### src/rtl/dualmode_serial.sv
module dualmode_serial #(
  parameter int OVS = 16
) (
  input  logic       clk,
  input  logic       rst_n,
  input  logic       tick,
  input  logic       cfg_sync,
  input  logic       cfg_nine,
  input  logic       cfg_wake,
  input  logic       cfg_two_stop,
  input  logic       cfg_par_en,
  input  logic       cfg_par_odd,
  input  logic       cfg_loop,
  input  logic [8:0] tx_data,
  input  logic       tx_wr,
  input  logic       sync_rx_go,
  output logic       tx_busy,
  output logic [8:0] rx_data,
  output logic       rx_valid,
  input  logic       rx_rd,
  output logic       err_par,
  output logic       err_frame,
  output logic       err_over,
  output logic       irq_tx,
  output logic       irq_rx,
  output logic       irq_err,
  output logic       txd,
  output logic       sclk,
  input  logic       rxd
);
  localparam int CW = $clog2(OVS);
  localparam int FW = 13;
  localparam logic [CW-1:0] C_MID = CW'(OVS/2 - 1);
  localparam logic [CW-1:0] C_END = CW'(OVS - 1);
  localparam logic [CW-1:0] C_HALF = CW'(OVS/2);

  // shared shift engine: async transmit, sync transmit, sync receive
  logic [CW-1:0] tcnt;
  logic [3:0]    tleft;
  logic [FW-1:0] tsh;
  logic          tsync, trecv;
  logic [3:0]    nd, flen;
  logic [8:0]    tx_masked;
  logic [FW-1:0] frame;
  logic          tx_start, srx_start, srx_done, tline, rx_line;
  logic          rxd_m, rxd_s;

  assign nd        = (cfg_nine || cfg_wake) ? 4'd9 : 4'd8;
  assign flen      = 4'd1 + nd + {3'b000, cfg_par_en} + (cfg_two_stop ? 4'd2 : 4'd1);
  assign tx_masked = (nd == 4'd9) ? tx_data : {1'b0, tx_data[7:0]};
  assign tx_start  = tx_wr && !tx_busy;
  assign srx_start = cfg_sync && sync_rx_go && !tx_busy && !tx_wr;

  always_comb begin
    frame = '1;
    frame[0] = 1'b0;
    for (int i = 0; i < 9; i++)
      if (i < int'(nd)) frame[1+i] = tx_data[i];
    if (cfg_par_en) frame[1+int'(nd)] = (^tx_masked) ^ cfg_par_odd;
  end

  always_ff @(posedge clk or negedge rst_n) begin
    if (!rst_n) begin
      tx_busy <= 1'b0;
      tcnt    <= '0;
      tleft   <= '0;
      tsh     <= '1;
      tsync   <= 1'b0;
      trecv   <= 1'b0;
      irq_tx  <= 1'b0;
    end else begin
      irq_tx <= 1'b0;
      if (tx_start) begin
        tx_busy <= 1'b1;
        tcnt    <= '0;
        tsync   <= cfg_sync;
        trecv   <= 1'b0;
        tsh     <= cfg_sync ? {5'h1f, tx_data[7:0]} : frame;
        tleft   <= cfg_sync ? 4'd8 : flen;
      end else if (srx_start) begin
        tx_busy <= 1'b1;
        tcnt    <= '0;
        tsync   <= 1'b1;
        trecv   <= 1'b1;
        tsh     <= '1;
        tleft   <= 4'd8;
      end else if (tx_busy && tick) begin
        tcnt <= (tcnt == C_END) ? '0 : tcnt + 1'b1;
        if (trecv && tcnt == C_MID) tsh[7:0] <= {rx_line, tsh[7:1]};
        if (tcnt == C_END) begin
          if (!trecv) tsh <= {1'b1, tsh[FW-1:1]};
          tleft <= tleft - 1'b1;
          if (tleft == 4'd1) begin
            tx_busy <= 1'b0;
            irq_tx  <= !trecv;
          end
        end
      end
    end
  end

  assign srx_done = tx_busy && trecv && tick && tcnt == C_END && tleft == 4'd1;
  assign tline    = (tx_busy && !trecv) ? tsh[0] : 1'b1;
  assign txd      = cfg_loop ? 1'b1 : tline;
  assign sclk     = !(tx_busy && tsync && tcnt < C_HALF);

  always_ff @(posedge clk or negedge rst_n) begin
    if (!rst_n) begin
      rxd_m <= 1'b1;
      rxd_s <= 1'b1;
    end else begin
      rxd_m <= rxd;
      rxd_s <= rxd_m;
    end
  end

  assign rx_line = cfg_loop ? tline : rxd_s;

  // asynchronous receiver
  typedef enum logic [1:0] {R_IDLE, R_START, R_BITS, R_STOP} rx_state_t;
  rx_state_t     rstate;
  logic [CW-1:0] rcnt;
  logic [3:0]    ridx;
  logic [9:0]    rsh;
  logic          arx_done, arx_keep, arx_perr, arx_ferr;
  logic [8:0]    arx_data;

  always_ff @(posedge clk or negedge rst_n) begin
    if (!rst_n) begin
      rstate <= R_IDLE;
      rcnt   <= '0;
      ridx   <= '0;
      rsh    <= '0;
    end else if (cfg_sync) begin
      rstate <= R_IDLE;
    end else begin
      case (rstate)
        R_IDLE: if (!rx_line) begin
          rstate <= R_START;
          rcnt   <= '0;
        end
        R_START: if (tick) begin
          if (rcnt == C_MID) begin
            rcnt   <= '0;
            ridx   <= '0;
            rstate <= rx_line ? R_IDLE : R_BITS;
          end else rcnt <= rcnt + 1'b1;
        end
        R_BITS: if (tick) begin
          if (rcnt == C_END) begin
            rcnt      <= '0;
            rsh[ridx] <= rx_line;
            ridx      <= ridx + 1'b1;
            if (ridx == nd + {3'b000, cfg_par_en} - 4'd1) rstate <= R_STOP;
          end else rcnt <= rcnt + 1'b1;
        end
        R_STOP: if (tick) begin
          if (rcnt == C_END) rstate <= R_IDLE;
          else rcnt <= rcnt + 1'b1;
        end
        default: rstate <= R_IDLE;
      endcase
    end
  end

  assign arx_done = !cfg_sync && rstate == R_STOP && tick && rcnt == C_END;
  assign arx_data = (nd == 4'd9) ? rsh[8:0] : {1'b0, rsh[7:0]};
  assign arx_perr = cfg_par_en && (rsh[nd] != ((^arx_data) ^ cfg_par_odd));
  assign arx_ferr = !rx_line;
  assign arx_keep = !(cfg_wake && !arx_data[8]);

  // receive buffer
  logic       dlv, dlv_perr, dlv_ferr;
  logic [8:0] dlv_data;

  assign dlv      = srx_done || (arx_done && arx_keep);
  assign dlv_data = srx_done ? {1'b0, tsh[7:0]} : arx_data;
  assign dlv_perr = !srx_done && arx_perr;
  assign dlv_ferr = !srx_done && arx_ferr;

  always_ff @(posedge clk or negedge rst_n) begin
    if (!rst_n) begin
      rx_data   <= '0;
      rx_valid  <= 1'b0;
      err_par   <= 1'b0;
      err_frame <= 1'b0;
      err_over  <= 1'b0;
      irq_rx    <= 1'b0;
      irq_err   <= 1'b0;
    end else begin
      irq_rx  <= 1'b0;
      irq_err <= 1'b0;
      if (rx_rd) begin
        rx_valid  <= 1'b0;
        err_par   <= 1'b0;
        err_frame <= 1'b0;
        err_over  <= 1'b0;
      end
      if (dlv) begin
        if (rx_valid && !rx_rd) begin
          err_over <= 1'b1;
          irq_err  <= 1'b1;
        end else begin
          rx_data   <= dlv_data;
          rx_valid  <= 1'b1;
          err_par   <= dlv_perr;
          err_frame <= dlv_ferr;
          irq_rx    <= 1'b1;
          irq_err   <= dlv_perr || dlv_ferr;
        end
      end
    end
  end

  AST_BUF_HELD: assert property (@(posedge clk) disable iff (!rst_n)
    (rx_valid && !rx_rd) |=> $stable(rx_data));
  AST_OVR_STROBE: assert property (@(posedge clk) disable iff (!rst_n)
    $rose(err_over) |-> irq_err);
  AST_WAKE_ADDR: assert property (@(posedge clk) disable iff (!rst_n)
    (irq_rx && cfg_wake && !cfg_sync) |-> rx_data[8]);
  AST_SCLK_SETUP: assert property (@(posedge clk) disable iff (!rst_n)
    $rose(sclk) |-> $stable(txd));
  AST_TX_DONE_IDLE: assert property (@(posedge clk) disable iff (!rst_n)
    irq_tx |-> !tx_busy);
  AST_RX_STROBE_FULL: assert property (@(posedge clk) disable iff (!rst_n)
    irq_rx |-> rx_valid);
  AST_READ_CLEARS: assert property (@(posedge clk) disable iff (!rst_n)
    (rx_rd && !dlv) |=> (!rx_valid && !err_over && !err_par && !err_frame));
endmodule

### config.mk
export PLATFORM = sky130hd
export DESIGN_NAME = dualmode_serial
export DESIGN_NICKNAME = d
export VERILOG_FILES = /design/src/rtl/dualmode_serial.sv
export SDC_FILE = /design/constraint.sdc
export NUM_CORES = 1
export LEC_CHECK = 0
export BUFFER_PORTS_ARGS = -buffer_cell sky130_fd_sc_hd__buf_2
export CORE_UTILIZATION = 50
export CTS_BUF_LIST = sky130_fd_sc_hd__clkbuf_8
export DETAILED_ROUTE_END_ITERATION = 16
export HOLD_SLACK_MARGIN = 0.06
export PLACE_DENSITY = 0.72
export SLEW_MARGIN = 0
export SYNTH_ARGS = -nofsm -noshare
export SYNTH_HDL_FRONTEND = slang
export SYNTH_SLANG_ARGS = --single-unit
### constraint.sdc
create_clock -name clk -period 3.35 [get_ports clk]
set_clock_uncertainty 0.2 [all_clocks]
set_input_delay 0.335 -clock clk [delete_from_list [all_inputs] [get_ports clk]]
set_output_delay 0.335 -clock clk [all_outputs]
set_load 0.01 [all_outputs]
# [Word-level counts from Yosys, hierarchy flattened]
# Index checks and enable logic that the tools add are counted.
[totals] inputBits=23 regBits=62
[classes] n_mux=95 n_reduce_logical=53 n_eq_ne=27 order_cmp=15 n_addsub=10 n_bitwise=4
[op_table] operator="2-to-1 mux 13 bit" n=7
[op_table] operator="2-to-1 mux 4 bit" n=20
[op_table] operator="2-to-1 mux 1 bit" n=45
[op_table] operator="2-to-1 mux 9 bit" n=3
[op_table] operator="logical AND 1 bit" n=24
[op_table] operator="!= test 3 bit, second input constant" n=8
[op_table] operator="2-to-1 mux 2 bit" n=11
[op_table] operator="XOR reduction 9 bit" n=2
[op_table] operator="less-than comparator 3 x 4 -> 1 bit, first input constant" n=4
[op_table] operator="case mux 4 bit (4 select lines)" n=1
[op_table] operator="!= test 2 bit, second input constant" n=7
[op_table] operator="bitwise mux 13 bit" n=1
[op_table] operator="adder 4 x 1 -> 4 bit, second input constant" n=3
[op_table] operator="equality test 4 bit, second input constant" n=3
[op_table] operator="AND reduction 6 bit" n=2
[op_table] operator="bitwise mux 10 bit" n=1
[op_table] operator="zero test 1 bit" n=10
[op_table] operator="less-than comparator 4 x 5 -> 1 bit, second input constant" n=2
[op_table] operator="nonzero test 3 bit" n=3
[op_table] operator="adder 4 x 1 -> 4 bit" n=2
[op_table] operator="demux 1 bit (select 4 bit)" n=2
[op_table] operator="equality test 4 x 3 -> 1 bit, second input constant" n=2
[op_table] operator="less-than comparator 1 x 4 -> 1 bit, first input constant" n=2
[op_table] operator="less-than comparator 2 x 4 -> 1 bit, first input constant" n=2
[op_table] operator="other kinds (28)" n=37

# [Depth between registers and ports, before layout]
[logic_depth] depth_word=12 mapped_depth=10 ltp_nobuf=9

# [Least setup slack after synthesis]
# No wires, ideal clock.
[synth_timing] kind="register to register" startpoint="reg rcnt[0]" endpoint="reg rsh[4]" t_arrival_ns=1.721 n_path_buf=0 setup_ns=0.125 path_slack_ns=1.304 path_stages_with_launch=8 required_time_ns=3.025 path_cell_list="dfrtp_1 > ha_1 > and3_1 > nand3_2 > or2_4 > nor3b_4 > nand2_1 > mux2_4"
[synth_between] elab_chain_len=2
[synth_rtl] item="start: declaration" line="122" source="logic [CW-1:0] rcnt;"
[synth_rtl] item="start signal: assignment" line="147" source="end else rcnt <= rcnt + 1'b1;"
[synth_rtl] item="start signal: assignment" line="155" source="end else rcnt <= rcnt + 1'b1;"
[synth_rtl] item="start signal: assignment" line="159" source="else rcnt <= rcnt + 1'b1;"
[synth_rtl] item="equality test 4 bit" line="150" source="if (rcnt == C_END) begin"
[synth_rtl] item="AND reduction 4 bit (no line)"
[synth_rtl] item="end signal: indexed assignment" line="152" source="rsh[ridx] <= rx_line;"
[synth_rtl] item="end: declaration" line="124" source="logic [9:0] rsh;"
# No other way between the ends.
# A chain may end at the register's enable or synchronous reset.

# [Worst setup path after layout]
[layout_timing] startpoint="reg trecv" endpoint="reg rcnt[2]"
[layout_between] elab_chain_len=6
[layout_rtl] item="start: declaration" line="41" source="logic tsync, trecv;"
[layout_rtl] item="start signal: assignment" line="69" source="trecv <= 1'b0;"
[layout_rtl] item="start signal: assignment" line="77" source="trecv <= 1'b0;"
[layout_rtl] item="start signal: assignment" line="84" source="trecv <= 1'b1;"
[layout_rtl] item="zero test 1 bit" line="103" source="assign tline = (tx_busy && !trecv) ? tsh[0] : 1'b1;"
[layout_rtl] item="logical AND 1 bit" line="103"
[layout_rtl] item="2-to-1 mux 1 bit" line="103"
[layout_rtl] item="2-to-1 mux 1 bit" line="117" source="assign rx_line = cfg_loop ? tline : rxd_s;"
[layout_rtl] item="!= test 2 bit (no line)"
[layout_rtl] item="AND reduction 6 bit (no line)"
# No other way between the ends.

==> run metrics <==
status completed; family with the most delay on the worst path compound AO/OA/AOI/OAI gates; most frequent cell after synthesis nand2_1; antenna violations before repair 0; vias in the first global route 2,646; Resize count post-CTS 0; first-pass GRT wire length 12,900 um; Final Max Slew Viols 0; crit path max fanout 15; fmax 435 MHz; top cell type by total area after synthesis dfrtp_1; kind of critical path reg2reg; Power Density approximately 530 mW/mm^2; mean area per synthesized cell 9.50 um^2; Post-synth ARST share 100%; WP buf/inv 0; initial core utilization 51.6%; Finished Layout Cells 497; WP data arrival 2.34 ns; DRC 0; Routed WL 7580 um; area share of the largest cell type after synthesis between 30 and 40%; synth top area cells dfrtp_1, dfstp_2, nand2_1, nor2_1, xnor2_1; CP endpoint kind flop; IO Port Bufs between 40 and 50; Max-Cap Viols 0; Area after DPL around 0.0038 mm^2; Required @ worst endpoint 3.39 ns; Setup WS pre-CTS 1.02 ns; Area growth, synth to finish 14.3%; wire per inst 15.2 um; worst slew pin tran 0.851 ns; CP cell instances nand2b_1 > o22a_1 > nand2b_1 > a21oi_2 > o21ai_0 > a22o_1; nets ~440; adder-cell share of the synthesized area about 3.4%; CTS buffer count 9; mux cell area share after synthesis 5.13%; H-tree depth 3; RSZ-0062 raised after global routing no; Startpoint Class flop; I/O pin total 42; period utilisation layout 68.7%; slack of the critical path 1.05 ns; relative slew slack 42.8%; setup_tns 0 ns; worst min path class in2reg; slowest library cell on the worst path dfrtp_1; CTS tree yes; Synth Flop Type dfrtp_1; RePlAce Congestion around 0.85; largest family of logic cells by synthesized area simple AND/OR/NAND/NOR gates; post-DR vias/cell between 5 and 6; GRT Overall Usage 22.9%; syn nets 399; DIE WIDTH 85.5 um; clock root cell clkbuf_8; clock tree buffer depth 2; Synth Area in XOR/XNOR approximately 7.1%; Die H 85.5 um; P_leak 1.75 nW; Post-Place Cells 478; fin area 0.00399 mm^2; worst stage delay on the critical path 0.48 ns; synth warn 0; share of cells above drive strength 1 24.0%; Syn Inst Count 367; Diodes inserted 0; endpoints failing setup 0; final hold violation count 0; Core ar. 0.00676 mm^2; count of cell types in the netlist 61; Clock Latency Late Sink around 0.35 ns; Pwr Total about 2.1 mW; crit-path most repeated cell nand2b_1; Clock Sinks 62; drt initial violations 127; Std-Cell Rows 30; crit path time final around 2.3 ns; largest net degree at the start of global routing 26; grt ovf 0; Cell Area, Synth roughly 0.0035 mm^2; DRT antenna net count 0; Reg clk slew, reported paths 0.07 ns; IR drop worst, VDD ~0.29 mV; top cells by instance count after synthesis nand2_1, dfrtp_1, nor2_1, o21ai_0, a21oi_1; dpl hpwl 5530 um; Compound-Gate Fraction of Synth Area 15.1%; EDFF count, synth 0; Die ar. 0.00731 mm^2; 1st-pass router iterations 4; Synth Register Bits 62; Seq/Total Area, Yosys 45.0%; simple-gate share of the synthesized area 21.3%; detailed-route via count 2,831
## per-stage QoR
step / utilization (%) / hold WS, ns
floorplan: - / -0.161
global placement: 55.5 / 0.0877
detailed placement: 55.5 / 0.0909
CTS: 59.0 / 0.131
global route: 59.0 / 0.155
finish: 59.0 / 0.140
## logic make-up (layout without fill, tap and decap cells)
group / Yosys count / after routing
flip-flops: 62 / 62
AND/OR/NAND/NOR: 147 / 147
adder cells (fa/ha/maj): 9 / 9
multiplexers: 15 / 15
buffers and inverters: 23 / 73
XOR/XNOR: 25 / 25
AO/OA/AOI/OAI: 86 / 86
## layout by cell type, fill, tap and decap left out, types with 10 or more instances in the layout
| master | n |
|---|---|
| nand2_1 | 50 |
| dfrtp_1 | 47 |
| buf_2 | 41 |
| nor2_1 | 38 |
| o21ai_0 | 25 |
| a21oi_1 | 22 |
| xnor2_1 | 15 |
| dfstp_2 | 15 |
| nor2b_1 | 10 |
| a31oi_1 | 10 |
## worst paths after layout
kind,slack (ns),cells past startpoint,from,endpoint
worst min register to register,0.16,0,rxd_m,rxd_s
worst max register to register,1.05,6,trecv,rcnt[2]
max in group asynchronous,2.02,3,rst_n,tsh[9]
worst max-delay path,1.05,6,trecv,rcnt[2]
min in group asynchronous,0.25,2,rst_n,tleft[1]
worst min-delay path,0.14,2,cfg_par_en,tsh[10]
## cell type report
type / instances / area (um^2)
fill: 579 / 2770
clock inverter: 7 / 80.1
clock buffer: 9 / 124
sequential: 62 / 1570
tap: 80 / 100
timing repair buffer: 47 / 258
multi-input combinational: 282 / 1820
inverter: 10 / 38.8
## state kept, by name, indices dropped and copies added (netlist names)
name / cells
rxd_m: 1
rxd_s: 1
tsh: 13
irq_err: 1
rstate: 2
rx_data: 9
err_par: 1
rcnt: 4
tsync: 1
err_over: 1
tleft: 4
irq_rx: 1
rsh: 10
trecv: 1
irq_tx: 1
err_frame: 1
ridx: 4
tcnt: 4
rx_valid: 1
tx_busy: 1
## worst reg2reg max path, cell delays in order, from the launching register on
cell and delay [ns]:
dfrtp_1 0.48, nand2b_1 0.22, o22a_1 0.41, nand2b_1 0.28, a21oi_2 0.24, o21ai_0 0.13
a22o_1 0.24
## routing by layer
layer  up-vias  GRT usage (%)  routed length, um
li1       1366              -                  -
met1      1371           31.8               3500
met2        81           34.7               3490
met3        13           4.23                419
met4         0           11.7                175
met5         -              0                  0
## power by group
part           switching, mW  internal, mW
Sequential             0.123         0.908
Combinational          0.208         0.173
Clock                  0.333         0.352
## timing repair
item / in CTS / in global routing
setup endpoints to repair: 0 / 0
endpoints found under the hold margin: 19 / 0
buffers inserted: 0 / 0
hold buffers: 3 / 0
Note: power is estimated with default switching activity, not from simulation.
